==> src/rtl/pmul_pkg.sv <==
package pmul_pkg;
   typedef enum logic [2:0] {
      PM_LANE    = 3'd0,
      PM_BC_HI   = 3'd1,
      PM_BC_LO   = 3'd2,
      PM_SEL_HI  = 3'd3,
      PM_SEL_LO  = 3'd4,
      PM_WIDE_HI = 3'd5,
      PM_WIDE_LO = 3'd6,
      PM_RSVD    = 3'd7
   } pm_mode_e;

   function automatic logic is_wide(input pm_mode_e m);
      return (m == PM_WIDE_HI) || (m == PM_WIDE_LO);
   endfunction
endpackage

==> src/rtl/pmul_lane.sv <==
module pmul_lane #(
   parameter int PIX_W  = 8,
   parameter int COEF_W = 16
) (
   input  logic [PIX_W-1:0]  pix,
   input  logic [COEF_W-1:0] coef,
   output logic [COEF_W-1:0] frac
);
   localparam int PROD_W = PIX_W + COEF_W + 1;

   logic signed [PROD_W-1:0] full;

   always_comb begin
      full = $signed({1'b0, pix}) * $signed(coef);
      frac = full[PIX_W +: COEF_W] + COEF_W'(full[PIX_W-1]);
   end
endmodule

==> src/rtl/pmul_opsel.sv <==
module pmul_opsel
   import pmul_pkg::*;
#(
   parameter int LANES  = 4,
   parameter int PIX_W  = 8,
   parameter int COEF_W = 16,
   localparam int DATA_W = LANES * COEF_W
) (
   input  pm_mode_e                       mode,
   input  logic [DATA_W-1:0]              op_a,
   input  logic [DATA_W-1:0]              op_b,
   output logic [LANES-1:0][PIX_W-1:0]    pix,
   output logic [LANES-1:0][COEF_W-1:0]   coef
);
   localparam int HI_OFS = COEF_W - PIX_W;

   always_comb begin
      for (int i = 0; i < LANES; i++) begin
         pix[i]  = op_a[PIX_W*i +: PIX_W];
         coef[i] = op_b[COEF_W*i +: COEF_W];
         unique case (mode)
            PM_BC_HI: coef[i] = op_b[COEF_W +: COEF_W];
            PM_BC_LO: coef[i] = op_b[0 +: COEF_W];
            PM_SEL_HI, PM_WIDE_HI: pix[i] = op_a[COEF_W*i + HI_OFS +: PIX_W];
            PM_SEL_LO, PM_WIDE_LO: pix[i] = op_a[COEF_W*i +: PIX_W];
            default: ;
         endcase
      end
   end
endmodule

==> src/rtl/pmul_place.sv <==
module pmul_place
   import pmul_pkg::*;
#(
   parameter int LANES  = 4,
   parameter int PIX_W  = 8,
   parameter int COEF_W = 16,
   localparam int DATA_W = LANES * COEF_W
) (
   input  pm_mode_e                     mode,
   input  logic [LANES-1:0][COEF_W-1:0] lane_res,
   output logic [DATA_W-1:0]            word
);
   localparam int HALF_W = 2 * COEF_W;
   localparam int WSHIFT = PIX_W - 1;

   always_comb begin
      word = '0;
      if (is_wide(mode)) begin
         for (int i = 0; i < LANES / 2; i++)
            word[HALF_W*i + WSHIFT +: COEF_W] = lane_res[i];
      end else if (mode != PM_RSVD) begin
         for (int i = 0; i < LANES; i++)
            word[COEF_W*i +: COEF_W] = lane_res[i];
      end
   end
endmodule

==> src/rtl/pmul8x16.sv <==
module pmul8x16
   import pmul_pkg::*;
#(
   parameter int LANES  = 4,
   parameter int PIX_W  = 8,
   parameter int COEF_W = 16,
   localparam int DATA_W = LANES * COEF_W
) (
   input  logic              clk,
   input  logic              rst_n,
   input  logic              req_vld,
   input  logic [2:0]        mode,
   input  logic [DATA_W-1:0] op_a,
   input  logic [DATA_W-1:0] op_b,
   output logic              res_vld,
   output logic [DATA_W-1:0] res
);
   localparam int HALF_W = 2 * COEF_W;
   localparam int WSHIFT = PIX_W - 1;

   function automatic logic [DATA_W-1:0] wide_gap_mask();
      logic [DATA_W-1:0] m;
      m = '1;
      for (int i = 0; i < LANES / 2; i++)
         m[HALF_W*i + WSHIFT +: COEF_W] = '0;
      return m;
   endfunction
   localparam logic [DATA_W-1:0] GAP_MASK = wide_gap_mask();

   generate
      if (LANES < 2 || (LANES % 2) != 0) begin : g_bad_lanes
         $error("pmul8x16: LANES must be even and at least 2");
      end
      if (COEF_W < PIX_W) begin : g_bad_widths
         $error("pmul8x16: COEF_W must not be narrower than PIX_W");
      end
      if (WSHIFT + COEF_W > HALF_W) begin : g_bad_wide
         $error("pmul8x16: wide placement exceeds its half");
      end
   endgenerate

   pm_mode_e                     mode_e;
   logic [LANES-1:0][PIX_W-1:0]  pix;
   logic [LANES-1:0][COEF_W-1:0] coef;
   logic [LANES-1:0][COEF_W-1:0] lane_res;
   logic [DATA_W-1:0]            word;

   assign mode_e = pm_mode_e'(mode);

   pmul_opsel #(.LANES(LANES), .PIX_W(PIX_W), .COEF_W(COEF_W)) u_opsel (
      .mode (mode_e),
      .op_a (op_a),
      .op_b (op_b),
      .pix  (pix),
      .coef (coef)
   );

   generate
      for (genvar g = 0; g < LANES; g++) begin : g_lane
         pmul_lane #(.PIX_W(PIX_W), .COEF_W(COEF_W)) u_lane (
            .pix  (pix[g]),
            .coef (coef[g]),
            .frac (lane_res[g])
         );
      end
   endgenerate

   pmul_place #(.LANES(LANES), .PIX_W(PIX_W), .COEF_W(COEF_W)) u_place (
      .mode     (mode_e),
      .lane_res (lane_res),
      .word     (word)
   );

   always_ff @(posedge clk or negedge rst_n) begin
      if (!rst_n) begin
         res_vld <= 1'b0;
         res     <= '0;
      end else begin
         res_vld <= req_vld;
         if (req_vld)
            res <= word;
      end
   end


   vld_follows_req_chk: assert property (@(posedge clk) disable iff (!rst_n)
      req_vld |=> res_vld);


   idle_hold_chk: assert property (@(posedge clk) disable iff (!rst_n)
      !req_vld |=> (!res_vld && $stable(res)));


   rsvd_zero_chk: assert property (@(posedge clk) disable iff (!rst_n)
      (req_vld && mode == 3'd7) |=> (res_vld && res == '0));


   wide_gap_chk: assert property (@(posedge clk) disable iff (!rst_n)
      (req_vld && (mode == 3'd5 || mode == 3'd6)) |=> ((res & GAP_MASK) == '0));


   zero_pix_chk: assert property (@(posedge clk) disable iff (!rst_n)
      (req_vld && mode == 3'd0 && op_a[PIX_W*LANES-1:0] == '0) |=> (res == '0));


   always_ff @(posedge clk) begin
      if (!rst_n) begin
         reset_clear_chk: assert (res == '0 && !res_vld);
      end
   end
endmodule

==> config.mk <==
export PLATFORM = sky130hd
export DESIGN_NAME = pmul8x16
export DESIGN_NICKNAME = d
export VERILOG_FILES = /design/src/rtl/pmul_pkg.sv /design/src/rtl/pmul_lane.sv /design/src/rtl/pmul_opsel.sv /design/src/rtl/pmul_place.sv /design/src/rtl/pmul8x16.sv
export SDC_FILE = /design/constraint.sdc
export NUM_CORES = 2
export LEC_CHECK = 0
export BUFFER_PORTS_ARGS = -buffer_cell sky130_fd_sc_hd__buf_2
export CORE_UTILIZATION = 24
export DETAILED_ROUTE_END_ITERATION = 6
export PLACE_DENSITY = 0.48
export REMOVE_ABC_BUFFERS = 1
export SYNTH_ARGS = -nofsm -noshare
export SYNTH_HDL_FRONTEND = slang
export SYNTH_SLANG_ARGS = --single-unit
==> constraint.sdc <==
create_clock -name clk -period 1.15 [get_ports clk]
set_input_delay 0.23 -clock clk [delete_from_list [all_inputs] [get_ports clk]]
set_output_delay 0.23 -clock clk [all_outputs]
set_load 0.005 [all_outputs]
==> metrics.txt <==
fin util=38.5%; Clock Path Buffers=2; GPL Wtd Cong=0.920; initial antenna violation count=4; smallest hold slack=slightly below 0.3 ns; endpoint class of the critical path=flop; Port Buffer Count=between 150 and 200; fin crit period=between 6 and 7 ns; number of synthesized flops with an enable pin=0; Worst Hold End=res_vld; DP Area=32300 sq um; starting density of the core=between 20 and 25%; Worst EP arrival=6.76 ns; most frequent cells in the layout=846 x buf_4, 535 x inv_1, 382 x fa_1; gr usage total=19.3%; hold path startpoint=req_vld; RSZ-0062 raised after global routing=yes; Crit Path Category=input port to flop; Synth Area per Inst=8.23 sq um; IO Pins=199; drt wl/cell=18.5 um; skew final=0 ns; endpoints failing setup=79; Max Clk Rate=between 150 and 200 MHz; R2R setup slack=-0.13 ns; CTS tree=yes; crit-path max FO=5; DR pass1 iterations=5; Syn-to-layout area delta=58.7%; final worst-path cycle share=566%; r2r worst-path depth=4; final WL=98.0 mm; core area=slightly below 100000 sq um; area share of the largest cell type after synthesis=33.1%; Clock Pin Slew Worst Setup and Hold Paths=0.06 ns; most common cell after layout, fill and taps aside=buf_4; fraction of layout cells with a size suffix above 1=43.3%; die width=roughly 320 um; DRC Markers=0; HPWL Detailed=approximately 80 mm; Final Max Tran Viols=0; cell area after layout=38000 sq um; max_slew headroom=44.7%; reg2reg end=res[47]; total gr overflow=0; H-tree depth=3; status=finished, violations left; # rows=115; root buffer cell=clkbuf_16; Async SR Flop Fraction=100%; total number of yosys warnings=0; total CTS buffers=9; cells after synthesis=2909; worst min path class=input port to flop; Crit Reg-Reg Startpoint=res[47]; register area share after synthesis=under 10%; antenna-violating nets left=0; final worst setup slack=-5.36 ns; Clock Latency Late Sink=0.36 ns; die height=318 um; top cells by area, synth=fa_1 33%, ha_1 9.4%, inv_1 8.9%, dfrtp_1 6.8%, nor2_1 5.3%; Fin. Hold Viols=0; final net count=around 4700; failing checks=setup timing; Synth cell types=92; Tightest Pin Transition=0.809 ns; Max-cap violations=0; first-pass GRT wire length=roughly 150 mm; vias in the first global route=25400; hold path depth=2; synthesized area=about 24000 sq um; pre-CTS setup slack=-6.16 ns; CTS Sinks=65; dominant synthesized flop cell=dfrtp_1; 1st-iter DRT viols=1538; full die area=101000 sq um; area leader, netlist=fa_1; largest net degree at the start of global routing=20; via-per-instance ratio=roughly 4.7; WP data required=between 1 and 1.5 ns; total number of vias=approximately 25000; Critical Path Start Type=input port; synthesized flop and latch total=65
[sequential cells by signal, indices dropped and copies added, names as in the netlist]
name	count
res	64
res_vld	1
[cell families (layout without fill, tap and decap cells)]
| logic type | count (synthesis) | in the layout | share of synthesized area, % |
|---|---|---|---|
| AND/OR/NAND/NOR | 946 | 947 | 18.1 |
| other | 0 | 2 | 0 |
| flip-flops | 65 | 65 | 6.79 |
| multiplexers | 91 | 91 | 4.02 |
| AO/OA/AOI/OAI | 446 | 446 | 13.5 |
| adder cells (fa/ha/maj) | 576 | 576 | 42.5 |
| buffers and inverters | 661 | 1750 | 10.5 |
| XOR/XNOR | 124 | 124 | 4.57 |
[what timing repair did]
item,CTS,global route
hold buffers,1,0
gates cloned,6,2
endpoints found under the hold margin,14,0
resized for setup,513,295
buffers inserted,129,84
setup endpoints to repair,92,96
pin swaps,218,183
[area by class of cell]
type | instances | area (sq um)
antenna | 2 | 5.00
clock buffer | 9 | 225
clock inverter | 7 | 82.6
fill | 9976 | 60600
inverter | 569 | 2140
multi-input combinational | 2184 | 23000
sequential | 65 | 1630
tap | 1287 | 1610
timing repair buffer | 1165 | 9260
[cells in the mapped netlist (30+ instances only)]
master	number
ha_1	180
dfrtp_1	65
inv_1	568
fa_1	396
clkbuf_1	78
o21ai_0	47
mux2i_1	50
xor2_1	42
mux2_2	40
nor2_1	338
xnor2_1	81
and2_1	30
a21o_1	60
nand2_1	337
nand3_1	39
a21oi_1	99
[worst max-delay path: stages]
cell	delay [ns]
buf_12	0.11
buf_8	0.12
buf_8	0.12
buf_12	0.12
xnor2_4	0.13
or2_4	0.31
buf_8	0.16
buf_4	0.14
a21oi_4	0.16
nor2_1	0.08
fa_1	0.51
fa_1	0.45
fa_1	0.54
inv_1	0.05
fa_2	0.55
inv_2	0.05
ha_4	0.26
nand4_1	0.18
buf_4	0.21
nand2b_4	0.13
or4_4	0.54
and4_4	0.20
or4b_4	0.51
buf_6	0.15
nand4b_4	0.20
mux2i_1	0.17
a31oi_1	0.11
a211o_1	0.23
[stage by stage]
stage	setup TNS, ns	instances
after floorplan	-391.49	2817
after CTS	-315.81	5216
after detailed placement	-364.84	5077
after global placement	-366.00	5077
final	-318.91	5288
after global routing	-333.76	5288
[per-layer routing]
metal	vias up	global-route usage, %	part of all wire, %
met5	-	0	0.011
met4	2	3.80	2.2
met3	94	2.64	5.5
met2	645	31.4	46
met1	12300	27.3	46
li1	11600	-	-
[worst max-delay path by stage]
| stage | from | to | slack, ns | cells after the start |
|---|---|---|---|---|
| finish | mode[1] | res[47] | -5.36 | 28 |
| global route | mode[2] | res[31] | -5.61 | 32 |
| CTS | mode[0] | res[31] | -5.33 | 32 |
| floorplan | mode[2] | res[31] | -7.19 | 28 |
| detailed placement | mode[0] | res[45] | -6.16 | 27 |
| global placement | mode[1] | res[48] | -6.12 | 31 |
Power is not shown: default switching activity piles up to over one toggle a cycle in this logic, so the estimate is an artifact.
